## src/rtl/bus_lowpar_pkg.sv

```systemverilog
package bus_lowpar_pkg;

    typedef enum logic {
        REQ_QUIET = 1'b0,
        REQ_FLAG  = 1'b1
    } req_state_t;

    typedef enum logic {
        RSP_CLEAN = 1'b0,
        RSP_FAULT = 1'b1
    } rsp_state_t;

endpackage

```

## src/rtl/bus_lowpar_gen.sv

```systemverilog
module bus_lowpar_gen #(
    parameter int WIDTH = 6
) (
    input  logic [WIDTH-1:0] lines_n,
    output logic             par_line
);
    // low_odd[i] is 1 when an odd number of lines below index i are electrically low
    logic [WIDTH:0] low_odd;

    assign low_odd[0] = 1'b0;

    generate
        for (genvar g = 0; g < WIDTH; g++) begin : g_chain
            assign low_odd[g+1] = low_odd[g] ^ ~lines_n[g];
        end
    endgenerate

    // An even count of low lines calls for a high parity line
    assign par_line = ~low_odd[WIDTH];

endmodule

```

## src/rtl/bus_lowpar_req.sv

```systemverilog
module bus_lowpar_req
    import bus_lowpar_pkg::*;
(
    input  logic clk,
    input  logic rst_n,
    input  logic strobe_n,
    input  logic par_line,
    input  logic par_expect,
    output logic err_pulse
);
    req_state_t state_q, state_d;
    logic       qualified_bad;

    assign qualified_bad = !strobe_n && (par_line != par_expect);

    always_ff @(posedge clk or negedge rst_n) begin
        if (!rst_n) state_q <= REQ_QUIET;
        else        state_q <= state_d;
    end

    always_comb begin
        state_d = REQ_QUIET;
        unique case (state_q)
            REQ_QUIET: state_d = qualified_bad ? REQ_FLAG : REQ_QUIET;
            REQ_FLAG:  state_d = qualified_bad ? REQ_FLAG : REQ_QUIET;
        endcase
    end

    always_comb begin
        err_pulse = 1'b0;
        unique case (state_q)
            REQ_QUIET: err_pulse = 1'b0;
            REQ_FLAG:  err_pulse = 1'b1;
        endcase
    end

    // a wrong parity while the strobe is active shows as a pulse next cycle
    assert_bad_req_pulses_R4: assert property (@(posedge clk) disable iff (!rst_n)
        (!strobe_n && (par_line != par_expect)) |=> err_pulse);

    // a good-parity cycle is never followed by a pulse
    assert_good_req_silent_R4: assert property (@(posedge clk) disable iff (!rst_n)
        (!strobe_n && (par_line == par_expect)) |=> !err_pulse);

    // an inactive strobe leaves the parity line unchecked
    assert_no_strobe_no_pulse_R5: assert property (@(posedge clk) disable iff (!rst_n)
        strobe_n |=> !err_pulse);

endmodule

```

## src/rtl/bus_lowpar_rsp.sv

```systemverilog
module bus_lowpar_rsp
    import bus_lowpar_pkg::*;
#(
    parameter int STAT_W = 3
) (
    input  logic              clk,
    input  logic              rst_n,
    input  logic [STAT_W-1:0] stat_n,
    input  logic              par_line,
    input  logic              par_expect,
    input  logic              clear,
    output logic              err_flag
);
    localparam logic [STAT_W-1:0] IDLE_CODE = {STAT_W{1'b1}};

    rsp_state_t state_q, state_d;
    logic       stat_idle;
    logic       mismatch;

    assign stat_idle = (stat_n == IDLE_CODE);
    assign mismatch  = !stat_idle && (par_line != par_expect);

    always_ff @(posedge clk or negedge rst_n) begin
        if (!rst_n) state_q <= RSP_CLEAN;
        else        state_q <= state_d;
    end

    always_comb begin
        state_d = state_q;
        unique case (state_q)
            RSP_CLEAN: state_d = mismatch ? RSP_FAULT : RSP_CLEAN;
            RSP_FAULT: state_d = (clear && !mismatch) ? RSP_CLEAN : RSP_FAULT;
        endcase
    end

    always_comb begin
        err_flag = 1'b0;
        unique case (state_q)
            RSP_CLEAN: err_flag = 1'b0;
            RSP_FAULT: err_flag = 1'b1;
        endcase
    end

    // a non-idle mismatch sets the flag
    assert_mismatch_sets_R6: assert property (@(posedge clk) disable iff (!rst_n)
        ((stat_n != IDLE_CODE) && (par_line != par_expect)) |=> err_flag);

    // without a clear the flag holds
    assert_flag_sticky_R6: assert property (@(posedge clk) disable iff (!rst_n)
        (err_flag && !clear) |=> err_flag);

    // an idle status never raises the flag
    assert_idle_ignored_R7: assert property (@(posedge clk) disable iff (!rst_n)
        (!err_flag && (stat_n == IDLE_CODE)) |=> !err_flag);

    // a clear with no fresh mismatch drops the flag
    assert_clear_drops_R8: assert property (@(posedge clk) disable iff (!rst_n)
        (clear && ((stat_n == IDLE_CODE) || (par_line == par_expect))) |=> !err_flag);

endmodule

```

## src/rtl/bus_lowpar_top.sv

```systemverilog
module bus_lowpar_top #(
    parameter int CODE_W = 5,
    parameter int STAT_W = 3
) (
    input  logic              clk,
    input  logic              rst_n,
    input  logic              strobe_n,
    input  logic [CODE_W-1:0] req_code_n,
    input  logic              req_par_line,
    input  logic [STAT_W-1:0] stat_n,
    input  logic              stat_par_line,
    input  logic              err_clear,
    output logic              req_par_expect,
    output logic              stat_par_expect,
    output logic              req_err_pulse,
    output logic              stat_err_flag
);
    localparam int REQ_W = CODE_W + 1;

    bus_lowpar_gen #(.WIDTH(REQ_W)) u_req_gen (
        .lines_n  ({strobe_n, req_code_n}),
        .par_line (req_par_expect)
    );

    bus_lowpar_gen #(.WIDTH(STAT_W)) u_stat_gen (
        .lines_n  (stat_n),
        .par_line (stat_par_expect)
    );

    bus_lowpar_req u_req_chk (
        .clk        (clk),
        .rst_n      (rst_n),
        .strobe_n   (strobe_n),
        .par_line   (req_par_line),
        .par_expect (req_par_expect),
        .err_pulse  (req_err_pulse)
    );

    bus_lowpar_rsp #(.STAT_W(STAT_W)) u_rsp_chk (
        .clk        (clk),
        .rst_n      (rst_n),
        .stat_n     (stat_n),
        .par_line   (stat_par_line),
        .par_expect (stat_par_expect),
        .clear      (err_clear),
        .err_flag   (stat_err_flag)
    );

    // an all-high group calls for a high parity line
    assert_req_all_high_R2: assert property (@(posedge clk) disable iff (!rst_n)
        (&{strobe_n, req_code_n}) |-> req_par_expect);

    assert_stat_all_high_R2: assert property (@(posedge clk) disable iff (!rst_n)
        (&stat_n) |-> stat_par_expect);

    // both error outputs leave reset low
    assert_reset_quiet_R9: assert property (@(posedge clk)
        $rose(rst_n) |-> (!req_err_pulse && !stat_err_flag));

endmodule

```

## config.mk

```make
export PLATFORM = sky130hd
export DESIGN_NAME = bus_lowpar_top
export DESIGN_NICKNAME = d
export VERILOG_FILES = /design/src/rtl/bus_lowpar_pkg.sv /design/src/rtl/bus_lowpar_gen.sv /design/src/rtl/bus_lowpar_req.sv /design/src/rtl/bus_lowpar_rsp.sv /design/src/rtl/bus_lowpar_top.sv
export SDC_FILE = /design/constraint.sdc
export NUM_CORES = 1
export LEC_CHECK = 0
export CAP_MARGIN = 30
export CORE_AREA = 2 2 39 41
export CTS_BUF_LIST = sky130_fd_sc_hd__clkbuf_4
export DETAILED_ROUTE_END_ITERATION = 7
export DIE_AREA = 0 0 41 43
export HOLD_SLACK_MARGIN = 0.15
export MAX_ROUTING_LAYER = met4
export SYNTH_ARGS = -nofsm -noshare
export SYNTH_HDL_FRONTEND = slang
export SYNTH_SLANG_ARGS = --single-unit
```

## constraint.sdc

```tcl
create_clock -name clk -period 1.97 [get_ports clk]
set_clock_uncertainty 0.2 [all_clocks]
set_input_delay 0.394 -clock clk [delete_from_list [all_inputs] [get_ports clk]]
set_output_delay 0.394 -clock clk [all_outputs]
set_load 0.01 [all_outputs]
```

Word-level counts from Yosys, hierarchy flattened
Cells that the tools add are included.
{"block": "word_totals", "ramBits": 0, "rom_bits": 0, "in_bits": 14, "ff_bits": 2, "mem_count": 0, "latch_bits": 0}
{"block": "op_classes", "shift": 0, "n_lt_le_gt_ge": 0, "add_sub_neg": 0, "n_mul": 0, "div_mod_pow": 0, "bitwise": 20, "n_eq_ne": 3, "n_mux": 6, "n_reduce_logical": 6}
{"operator": "1-bit inverter", "n": 13}
{"operator": "1-bit XOR", "n": 7}
{"operator": "1-bit case mux with 2 select lines", "n": 3}
{"operator": "3-bit == test, second input constant", "n": 1}
{"operator": "1-bit logical AND", "n": 3}
{"operator": "1-bit zero test", "n": 3}
{"operator": "1-bit two-way mux", "n": 3}
{"operator": "1-bit != test", "n": 2}

Depth between registers and ports, before layout
Gate-level depths: netlist (run 1).
{"block": "logic_depth", "word_depth": 10, "mapped_depth": 4}

Cells and area by module
From an unflattened synthesis (run 1), not the netlist that was laid out.
{"block": "unflattened", "hier_cells": 13, "area_unflattened_um2": 160.2}
{"mod": "bus_lowpar_rsp", "seq_area_each_um2": 25.0, "area_per_inst_um2": 50.0, "cells_per_inst": 5, "instances": 1}
{"mod": "bus_lowpar_gen (u_req_gen)", "seq_area_each_um2": 0.0, "area_per_inst_um2": 48.8, "cells_per_inst": 4, "instances": 1}
{"mod": "bus_lowpar_req", "seq_area_each_um2": 25.0, "area_per_inst_um2": 37.5, "cells_per_inst": 3, "instances": 1}
{"mod": "bus_lowpar_gen (u_stat_gen)", "seq_area_each_um2": 0.0, "area_per_inst_um2": 23.8, "cells_per_inst": 1, "instances": 1}

Least setup slack after synthesis (run 1)
Ideal clock, no wire load.
{"block": "synth_timing", "path_kind": "input-to-output", "from": "in req_code_n[1]", "to": "out req_par_expect", "cell_stages": 3, "setup_slack_ps": 180, "t_arrival_ps": 1196, "path_cell_list": "xnor3_2 -> xnor2_1 -> xnor2_1"}
{"block": "synth_via", "elab_chain_len": 7}
{"item": "from (decl)", "line": "bus_lowpar_top.sv:8", "text": "input logic [CODE_W-1:0] req_code_n,"}
{"item": "1-bit inverter", "line": "bus_lowpar_gen.sv:14", "text": "assign low_odd[g+1] = low_odd[g] ^ ~lines_n[g];"}
{"item": "1-bit XOR (5 in series)", "line": "bus_lowpar_gen.sv:14"}
{"item": "1-bit inverter", "line": "bus_lowpar_gen.sv:19", "text": "assign par_line = ~low_odd[WIDTH];"}
{"item": "to (decl)", "line": "bus_lowpar_top.sv:13", "text": "output logic req_par_expect,"}
No other way between the ends.

Final worst setup path (run 1)
{"block": "layout_timing", "from": "in req_code_n[3]", "to": "out req_par_expect"}
{"block": "layout_via", "elab_chain_len": 5}
{"item": "1-bit inverter", "line": "bus_lowpar_gen.sv:14"}
{"item": "1-bit XOR (3 in series)", "line": "bus_lowpar_gen.sv:14"}
{"item": "1-bit inverter", "line": "bus_lowpar_gen.sv:19"}
No other way between the ends.

==> summary.md, run 1 <==
| Metric | Value |
|---|---|
| Outcome | `finished clean` |
| Syn Area/Cell | `12.6 um2` |
| Total grt overflow | `0` |
| Mux cell area share after synthesis | `0%` |
| Worst slack at placement | `-813 ps` |
| Slew Viols, Final | `0` |
| Clk Latency, worst-skew pair | `between 200 and 250 ps` |
| Layout cells sized above 1 | `41.5%` |
| Final hold viol count | `0` |
| Period Utilization, post-route | `between 90% and 100%` |
| DRT Pass-1 Iters | `3` |
| Synth warnings | `0` |
| Fin crit period | `just under 2000 ps` |
| CORE AREA | `approximately 1400 um2` |
| Final wirelength | `~530 um` |
| Max cap viols | `0` |
| Critical Path RT | `1380 ps` |
| Vias in the first global route | `247` |
| Cell Rows | `14` |
| Final Instance Area | `452 um2` |
| Ant diodes | `0` |
| GPL Wtd Cong | `between 0.5 and 0.6` |
| Drt first-iter violations | `1` |
| Worst slew pin tran | `between 150 and 200 ps` |
| Distinct cell type count after synthesis | `10` |
| WP data arrival | `1340 ps` |
| Antenna violations before repair | `0` |
| Reg area | `between 50 and 60 um2` |
| Kind of critical path | `in2out` |
| Chip height | `roughly 43 um` |
| Final core occ | `roughly 33%` |
| DIE AREA | `roughly 1800 um2` |
| IO Count | `18` |
| Synth Area in Adders | `roughly 7.1%` |
| Port bufs | `17` |
| Worst rel slew slack | `roughly 87%` |
| Largest net degree at the start of global routing | `3` |
| Final WS setup | `33.2 ps` |
| Max Fanout on Critical Path | `2` |
| Post-Synthesis Cells | `14` |
| Post-DRT Antenna Nets | `0` |
| Post-Syn Area | `between 150 and 200 um2` |
| H-tree Lvls | `1` |
| Clock transition at path regs | `30 ps` |
| Flops & latches, synth | `2` |
| Synth Area in Simple Gates | `approximately 6.4%` |
| Seq/Total Area, Yosys | `28.4%` |
| Root Driver | `clkbuf_4` |
| Average wire per standard cell | `roughly 9.3 um` |
| Fillcell total | `163` |
| Clock Path Buffers | `2` |
| Final setup vio count | `0` |
| VDD IR max | `0.197 mV` |
| Nets | `58` |
| Combinational family with the most area after synthesis | `XOR/XNOR gates` |
| All-Layer GR Usage | `around 8.1%` |
| Area delta synth->final | `156%` |
| Xor/xnor share of the synthesized area | `between 50% and 60%` |
| RSZ-0062 raised after global routing | `yes` |
| CP endpoint kind | `output port` |
| CTS Sinks | `2` |
| Die W | `about 41 um` |
| Multi-input logic area | `about 150 um2` |
| DRC Markers | `0` |
| Max Fclk | `around 520 MHz` |
| Synth Net Count | `29` |
| TritonCTS clock tree | `yes` |
| Total number of vias | `~200` |
| CTS buffer count | `3` |
| CP Launch Type | `input pin` |
| Via density | `approximately 3.5` |
| Synth Area in Compound Gates | `under 10%` |
| Tightest Hold Check Type | `reg2reg` |
| Placed standard-cell area | `a little under 400 um2` |
| First-pass GRT wire length | `roughly 840 um` |
| Power Dens Cells | `599 nW/um2` |
| Pleak | `0.218 nW` |
| Starting Density | `roughly an eighth` |
==> cell usage in the layout (no fill, tap or decap), types with 2 or more instances in the layout <==
| cell type | instances |
|---|---|
| dlygate4sd2_1 | 5 |
| dfrtp_1 | 2 |
| clkdlybuf4s50_1 | 8 |
| clkbuf_4 | 3 |
| xnor2_1 | 2 |
| buf_2 | 3 |
| buf_4 | 6 |
==> sequential cells by signal, summed over array words and instances, names as in the netlist <==
name and cells:
u_req_chk.state_q 1, u_rsp_chk.state_q 1
==> logic make-up after synthesis <==
| group | after synthesis |
|---|---|
| DFF | 2 |
| xor gates and xnor gates | 7 |
| AOI/OAI and AO/OA | 1 |
| and+or+nand+nor | 2 |
| adders and majority gates | 1 |
| buffers and inverters | 1 |
==> path summary, 6_finish.rpt <==
path / cells past startpoint / endpoint / from / slack, ps
min reg2reg: 2 / u_rsp_chk.state_q$_DFF_PN0_ / u_rsp_chk.state_q$_DFF_PN0_ / 370
max reg2reg: 2 / u_rsp_chk.state_q$_DFF_PN0_ / u_rsp_chk.state_q$_DFF_PN0_ / 1120
min: 2 / u_rsp_chk.state_q$_DFF_PN0_ / u_rsp_chk.state_q$_DFF_PN0_ / 370
min in group asynchronous: 2 / u_req_chk.state_q$_DFF_PN0_ / rst_n / 690
max: 5 / req_par_expect / req_code_n[3] / 30
max in group asynchronous: 2 / u_rsp_chk.state_q$_DFF_PN0_ / rst_n / 760
==> critical path, cell delays in order <==
cell and delay, ps:
buf_6 70, xnor3_2 430, xnor2_2 150, xnor2_1 140, buf_2 150
==> power by group <==
| group | internal [mW] | switching, mW |
|---|---|---|
| Combinational | 0.0880 | 0.0456 |
| Clock | 0.0668 | 0.0185 |
| Sequential | 0.0487 | 0.00272 |
| Total | 0.204 | 0.0669 |
==> layout make-up <==
cell class / instances / area share, %
Clock buffer: 3 / 4.99
Inverter: 1 / 0.831
Multi-Input combinational cell: 11 / 33.2
Sequential cell: 2 / 11.1
Tap cell: 16 / 4.43
Timing Repair Buffer: 24 / 45.4
==> timing repair <==
item                       in CTS  in global routing
hold endpoints to repair        2                  0
setup endpoints to repair       2                  1
pin swaps                       5                  1
hold buffers                    1                  0
buffers inserted                2                  0
gates resized for setup        25                  0
==> metrics by stage <==
step	hold WS [ps]	power, mW	instances	setup TNS [ps]
2_1_floorplan	-102	0.106	14	0
3_3_place_gp	365	0.183	51	-1370
3_5_place_dp	366	0.185	51	-1400
4_1_cts	380	0.282	57	-5.18
5_1_grt	440	0.296	57	-41.6
6_report	375	0.270	57	0
==> per-layer routing <==
metal / GRT usage (%) / up-vias / share of wire (%)
met5: - / - / 0
met4: 4.00 / 0 / 0
met3: 6.28 / 0 / 19
met2: 11.6 / 18 / 36
met1: 7.74 / 81 / 45
li1: - / 102 / -
==> cell usage after synthesis <==
cell	number	area, um2
ha_1	1	12.5
xnor2_1	3	26.3
nor2_1	1	3.75
dfrtp_1	2	50.1
o221ai_1	1	8.76
xor2_1	2	17.5
xnor3_1	1	22.5
nand3b_1	1	7.51
xnor3_2	1	23.8
inv_1	1	3.75
No activity file was read; power rests on OpenSTA's default activity.
==> inputs of run 2 (changes only) <==
--- a/config.mk
+++ b/config.mk
@@ -10,6 +10,7 @@
 export CTS_BUF_LIST = sky130_fd_sc_hd__clkbuf_4
 export DETAILED_ROUTE_END_ITERATION = 7
 export DIE_AREA = 0 0 41 43
+export GPL_TIMING_DRIVEN = 0
 export HOLD_SLACK_MARGIN = 0.15
 export MAX_ROUTING_LAYER = met4
 export SYNTH_ARGS = -nofsm -noshare
==> summary.md, run 2 (synthesis results as in run 1) <==
| Metric | Value |
|---|---|
| DIE AREA | `1760 um2 (unchanged)` |
| All-Layer GR Usage | `8.67% (was 8.14%)` |
| Commonest cells after routing, fill and taps aside | `clkdlybuf4s50_1 (8), dlygate4sd2_1 (4), clkbuf_4 (3), buf_2 (3) (was clkdlybuf4s50_1 (8), buf_4 (6), dlygate4sd2_1 (5), clkbuf_4 (3), buf_2 (3))` |
| Port bufs | `17 (unchanged)` |
| Hold WS | `370 ps (was 375 ps)` |
| Nets | `54 (was 58)` |
| Fillcell total | `151 (was 163)` |
| Final Instance Area | `423 um2 (was 452 um2)` |
| Post-DRT Antenna Nets | `0 (unchanged)` |
| Crit path cell chain | `buf_6, xnor3_2, xnor2_2, xnor2_1, buf_2 (unchanged)` |
| CTS Sinks | `2 (unchanged)` |
| WP data arrival | `1320 ps (was 1340 ps)` |
| Root Driver | `clkbuf_4 (unchanged)` |
| Starting Density | `12.7% (unchanged)` |
| Final hold viol count | `0 (unchanged)` |
| Family with the most delay on the worst path | `XOR/XNOR gates (unchanged)` |
| CORE AREA | `1380 um2 (unchanged)` |
| TritonCTS clock tree | `yes (unchanged)` |
| Worst slew pin tran | `202 ps (was 198 ps)` |
| Worst slack at placement | `-836 ps (was -813 ps)` |
| Power Dens Cells | `634 nW/um2 (was 599 nW/um2)` |
| Tightest Hold Check Type | `reg2reg (unchanged)` |
| Outcome | `finished clean (unchanged)` |
| Die W | `41 um (unchanged)` |
| H-tree Lvls | `1 (unchanged)` |
| Clock Path Buffers | `2 (unchanged)` |
| Max Fanout on Critical Path | `2 (unchanged)` |
| RSZ-0062 raised after global routing | `yes (unchanged)` |
| First-pass GRT wire length | `814 um (was 841 um)` |
| Worst path max stage delay | `430 ps (about the same)` |
| IO Count | `18 (unchanged)` |
| Drt first-iter violations | `0 (was 1)` |
| Final Non-Filler Cells | `53 (was 57)` |
| R2r setup slk | `1120 ps (about the same)` |
| Worst path bufs/invs | `2 (unchanged)` |
| Inst Count DP | `47 (was 51)` |
| DRT Pass-1 Iters | `1 (was 3)` |
| Fin crit period | `1910 ps (was 1940 ps)` |
| GPL Wtd Cong | `0.614 (was 0.598)` |
| Period Utilization, post-route | `96.9% (was 98.3%)` |
| Vias in the first global route | `195 (was 247)` |
| Clock transition at path regs | `30 ps (about the same)` |
| Antenna violations before repair | `0 (unchanged)` |
| CTS buffer count | `3 (unchanged)` |
| Ant diodes | `0 (unchanged)` |
| VDD IR max | `0.124 mV (was 0.197 mV)` |
| Final wirelength | `581 um (was 532 um)` |
| CP endpoint kind | `output port (unchanged)` |
| Total number of vias | `198 (was 201)` |
| Slowest stage cell, crit path | `xnor3_2 (unchanged)` |
| Average wire per standard cell | `11.0 um (was 9.33 um)` |
| Slew Viols, Final | `0 (unchanged)` |
| Total grt overflow | `0 (unchanged)` |
| Commonest non-fill, non-tap cell in the layout | `clkdlybuf4s50_1 (unchanged)` |
| Placed standard-cell area | `367 um2 (was 397 um2)` |
| Pleak | `0.198 nW (was 0.218 nW)` |
| Cell Rows | `14 (unchanged)` |
| Final setup vio count | `0 (unchanged)` |
| Kind of critical path | `in2out (unchanged)` |
| Via density | `3.74 (was 3.53)` |
| DRC Markers | `0 (unchanged)` |
| Chip height | `43 um (unchanged)` |
| Layout cells sized above 1 | `35.1% (was 41.5%)` |
| Max cap viols | `0 (unchanged)` |
| Final WS setup | `60.5 ps (was 33.2 ps)` |
| Area delta synth->final | `140% (was 156%)` |
| Largest net degree at the start of global routing | `4 (was 3)` |
| Max Fclk | `524 MHz (was 516 MHz)` |
| Critical Path RT | `1380 ps (about the same)` |
| Clk Latency, worst-skew pair | `220 ps (was 210 ps)` |
| Worst rel slew slack | `86.5% (was 86.8%)` |
| Biggest regs | `u_req_chk.state_q (1), u_rsp_chk.state_q (1) (unchanged)` |
| CP Launch Type | `input pin (unchanged)` |
-- run 2: repair_timing --
item / 4_1_cts / 5_1_grt
resized for setup: 25 / 1
endpoints found under the setup margin: 2 / 1
pin swaps: 5 / 1
hold endpoints to repair: 2 / 0
setup buffers: 2 / 0
hold buffers: 1 / 0
-- run 2: final timing paths --
path,endpoint,start,depth (start not counted)
min reg2reg,u_rsp_chk.state_q$_DFF_PN0_,u_rsp_chk.state_q$_DFF_PN0_,2
min,u_rsp_chk.state_q$_DFF_PN0_,u_rsp_chk.state_q$_DFF_PN0_,2
min in group asynchronous,u_req_chk.state_q$_DFF_PN0_,rst_n,2
max reg2reg,u_rsp_chk.state_q$_DFF_PN0_,u_rsp_chk.state_q$_DFF_PN0_,2
max,req_par_expect,req_code_n[3],5
max in group asynchronous,u_rsp_chk.state_q$_DFF_PN0_,rst_n,2
-- run 2: area by class of cell --
cell class | count | area [um2] | share of cell area [%]
well taps | 16 | 20.0 | 4.73
repair buffers | 20 | 176 | 41.7
inverters | 1 | 3.75 | 0.888
clock buffers | 3 | 22.5 | 5.33
flip-flops and latches | 2 | 50.0 | 11.8
multi-input cells | 11 | 150 | 35.5
-- run 2: layer usage --
metal,track usage (%),vias to the layer above,routed length (um),part of all wire [%]
met5,-,-,0,0
met4,10.0,0,25,4.3
met3,8.38,4,129,22
met2,9.38,20,213,37
met1,7.47,81,212,36
li1,-,93,-,-
-- run 2: power by group --
group / internal [mW] / leakage [nW] / switching, mW / total [mW]
Combinational: 0.0802 / 0.160 / 0.0444 / 0.125
Clock: 0.0673 / 0.0138 / 0.0249 / 0.0922
Sequential: 0.0487 / 0.0242 / 0.00263 / 0.0513
-- run 2: worst min-delay path, cell delays in order, from the launching register on --
cell and delay [ps]:
dfrtp_1 330, inv_1 40, o221ai_1 150
-- run 2: metrics by stage --
step / TNS, ps / util [%] / power, mW
finish: 0 / 30.6 / 0.268
global route: -8.60 / 30.6 / 0.293
CTS: 0 / 30.5 / 0.275
detailed placement: -1360 / 26.5 / 0.174
global placement: -1320 / 26.5 / 0.172
floorplan: 0 / - / 0.106
==> inputs of run 3 (changes only) <==
--- a/config.mk
+++ b/config.mk
@@ -8,11 +8,13 @@
 export CAP_MARGIN = 30
 export CORE_AREA = 2 2 39 41
 export CTS_BUF_LIST = sky130_fd_sc_hd__clkbuf_4
+export CTS_CLUSTER_SIZE = 20
 export DETAILED_ROUTE_END_ITERATION = 7
 export DIE_AREA = 0 0 41 43
 export GPL_TIMING_DRIVEN = 0
 export HOLD_SLACK_MARGIN = 0.15
 export MAX_ROUTING_LAYER = met4
+export SKIP_LAST_GASP = 1
 export SYNTH_ARGS = -nofsm -noshare
 export SYNTH_HDL_FRONTEND = slang
 export SYNTH_SLANG_ARGS = --single-unit
==> constraint.sdc (replaced) <==
create_clock -name clk -period 2.4 [get_ports clk]
set_clock_uncertainty 0.2 [all_clocks]
set_input_delay 0.48 -clock clk [delete_from_list [all_inputs] [get_ports clk]]
set_output_delay 0.48 -clock clk [all_outputs]
set_load 0.01 [all_outputs]
==> summary.md, run 3 (synthesis results as in run 1) <==
| Metric | Value |
|---|---|
| Outcome | `finished clean (unchanged)` |
| Final setup TNS | `0 ps (unchanged)` |
| Starting Density | `12.7% (unchanged)` |
| VDD IR max | `0.100 mV (was 0.124 mV)` |
| H-tree Lvls | `1 (unchanged)` |
| Commonest non-fill, non-tap cell in the layout | `clkdlybuf4s50_1 (unchanged)` |
| IO Count | `18 (unchanged)` |
| Biggest regs | `u_req_chk.state_q (1), u_rsp_chk.state_q (1) (unchanged)` |
| Final setup vio count | `0 (unchanged)` |
| Period Utilization, post-route | `between 90 and 100%` |
| Pleak | `0.218 nW (was 0.198 nW)` |
| Via density | `3.75 (was 3.74)` |
| Clock power share | `35.0% (was 34.4%)` |
| Slew Viols, Final | `0 (unchanged)` |
| Area delta synth->final | `133% (was 140%)` |
| Nets | `52 (was 54)` |
| Clock transition at path regs | `30 ps (about the same)` |
| WP data arrival | `1620 ps (was 1320 ps)` |
| CTS buffer count | `3 (unchanged)` |
| Kind of critical path | `in2out (unchanged)` |
| Total grt overflow | `0 (unchanged)` |
| Layout cells sized above 1 | `25.7% (was 35.1%)` |
| Ant diodes | `0 (unchanged)` |
| Max Fanout on Critical Path | `2 (unchanged)` |
| Die W | `41 um (unchanged)` |
| Final wirelength | `545 um (was 581 um)` |
| Vias in the first global route | `168 (was 195)` |
| Sw Share | `26.5% (was 26.8%)` |
| Worst rel slew slack | `85.7% (was 86.5%)` |
| CORE AREA | `1380 um2 (unchanged)` |
| Share of power burned in combinational logic | `45.6% (was 46.5%)` |
| Chip height | `43 um (unchanged)` |
| Worst slew pin tran | `214 ps (was 202 ps)` |
| Fillcell total | `146 (was 151)` |
| RSZ-0062 raised after global routing | `no (was yes)` |
| Final Instance Area | `412 um2 (was 423 um2)` |
| Antenna violations before repair | `0 (unchanged)` |
| Placed standard-cell area | `367 um2 (unchanged)` |
| Largest net degree at the start of global routing | `4 (unchanged)` |
| Power Dens Cells | `526 nW/um2 (was 634 nW/um2)` |
| GPL Wtd Cong | `0.614 (unchanged)` |
| CP endpoint kind | `output port (unchanged)` |
| Post-DRT Antenna Nets | `0 (unchanged)` |
| Total number of vias | `191 (was 198)` |
| CP Launch Type | `input pin (unchanged)` |
| P_sw | `57.4 uW (was 71.9 uW)` |
| Max cap viols | `0 (unchanged)` |
| Clock Path Buffers | `2 (unchanged)` |
| Tightest Hold Check Type | `in2async (was reg2reg)` |
| Drt first-iter violations | `0 (unchanged)` |
| Average wire per standard cell | `10.7 um (was 11.0 um)` |
| Commonest cells after routing, fill and taps aside | `clkdlybuf4s50_1 (11), dlymetal6s2s_1 (4), clkbuf_4 (3), xnor2_1 (2), dfrtp_1 (2) (was clkdlybuf4s50_1 (8), dlygate4sd2_1 (4), clkbuf_4 (3), buf_2 (3))` |
| Register share of total power | `19.4% (was 19.1%)` |
| Hold WS | `220 ps (was 370 ps)` |
| First-pass GRT wire length | `717 um (was 814 um)` |
| Critical Path RT | `1720 ps (was 1380 ps)` |
| DRT Pass-1 Iters | `1 (unchanged)` |
| Max Fclk | `roughly 430 MHz` |
| Root Driver | `clkbuf_4 (unchanged)` |
| DRC Markers | `0 (unchanged)` |
| CTS Sinks | `2 (unchanged)` |
| TritonCTS clock tree | `yes (unchanged)` |
| Clk Latency, worst-skew pair | `230 ps (was 220 ps)` |
| Port bufs | `17 (unchanged)` |
| Final core occ | `29.7% (was 30.6%)` |
| All-Layer GR Usage | `7.83% (was 8.67%)` |
| Pint | `159 uW (was 196 uW)` |
| Cell Rows | `14 (unchanged)` |
| CTS hold repair buffers | `0 (was 1)` |
| DIE AREA | `1760 um2 (unchanged)` |
| Final hold viol count | `0 (unchanged)` |
| Fin crit period | `between 2000 and 2500 ps` |
==> run 3: cell types whose count changed in the layout (fill, tap and decap cells not counted), sizes merged <==
| cell | change |
|---|---|
| buf | -4 |
| dlymetal6s2s | +4 |
| clkbuf | +1 |
| clkdlybuf4s50 | +3 |
| dlygate4sd2 | -4 |
| dlygate4sd3 | -1 |
| clkdlybuf4s15 | -1 |
==> run 3: power groups by stage <==
stage,Sequential [mW],Clock [mW],Combinational (mW)
after floorplan,0.0458,0,0.0412
after CTS,0.0422,0.0803,0.101
final,0.0420,0.0757,0.0986
after global placement,0.0424,0,0.0985
after detailed placement,0.0426,0,0.100
after global routing,0.0424,0.0867,0.107
==> run 3: critical path: stages <==
cell and delay [ps]:
clkdlybuf4s50_1 500, xor2_2 220, xnor2_2 150, xnor2_1 130, buf_2 150
==> run 3: layout make-up <==
cell class              count  area (um2)  share of cell area (%)
clock buffers               3        22.5                    5.47
well taps                  16        20.0                    4.86
inverters                   1        3.75                   0.912
repair buffers             18         178                    43.2
flip-flops and latches      2        50.0                    12.2
multi-input cells          11         138                    33.4
==> run 3: per-stage QoR <==
stage | setup WS, ps | power [mW] | std cells
3_5_place_dp | -578 | 0.143 | 47
3_3_place_gp | -549 | 0.141 | 47
6_report | 96.1 | 0.216 | 51
2_1_floorplan | 438 | 0.0870 | 14
4_1_cts | -165 | 0.223 | 51
5_1_grt | 4.79 | 0.236 | 51
==> run 3: final timing paths <==
check,start,endpoint,slack (ps),depth (start not counted)
max,req_code_n[2],req_par_expect,100,5
min,rst_n,u_req_chk.state_q$_DFF_PN0_,220,1
max in group asynchronous,rst_n,u_rsp_chk.state_q$_DFF_PN0_,1660,1
min reg2reg,u_rsp_chk.state_q$_DFF_PN0_,u_rsp_chk.state_q$_DFF_PN0_,370,2
max reg2reg,u_rsp_chk.state_q$_DFF_PN0_,u_rsp_chk.state_q$_DFF_PN0_,1550,2
min in group clk,u_rsp_chk.state_q$_DFF_PN0_,u_rsp_chk.state_q$_DFF_PN0_,370,2
==> run 3: metal layers <==
layer / part of all wire, % / GRT usage [%] / vias up
met3: 24 / 7.33 / 4
met2: 35 / 7.19 / 20
li1: - / - / 89
met1: 35 / 7.74 / 78
met5: 0 / - / -
met4: 5.3 / 10.0 / 0
==> run 3: timing repair <==
| item | 4_1_cts | 5_1_grt |
|---|---|---|
| buffers inserted | 1 | 0 |
| endpoints found under the setup margin | 2 | 2 |
| pin swaps | 1 | 4 |
| gates resized for setup | 6 | 7 |
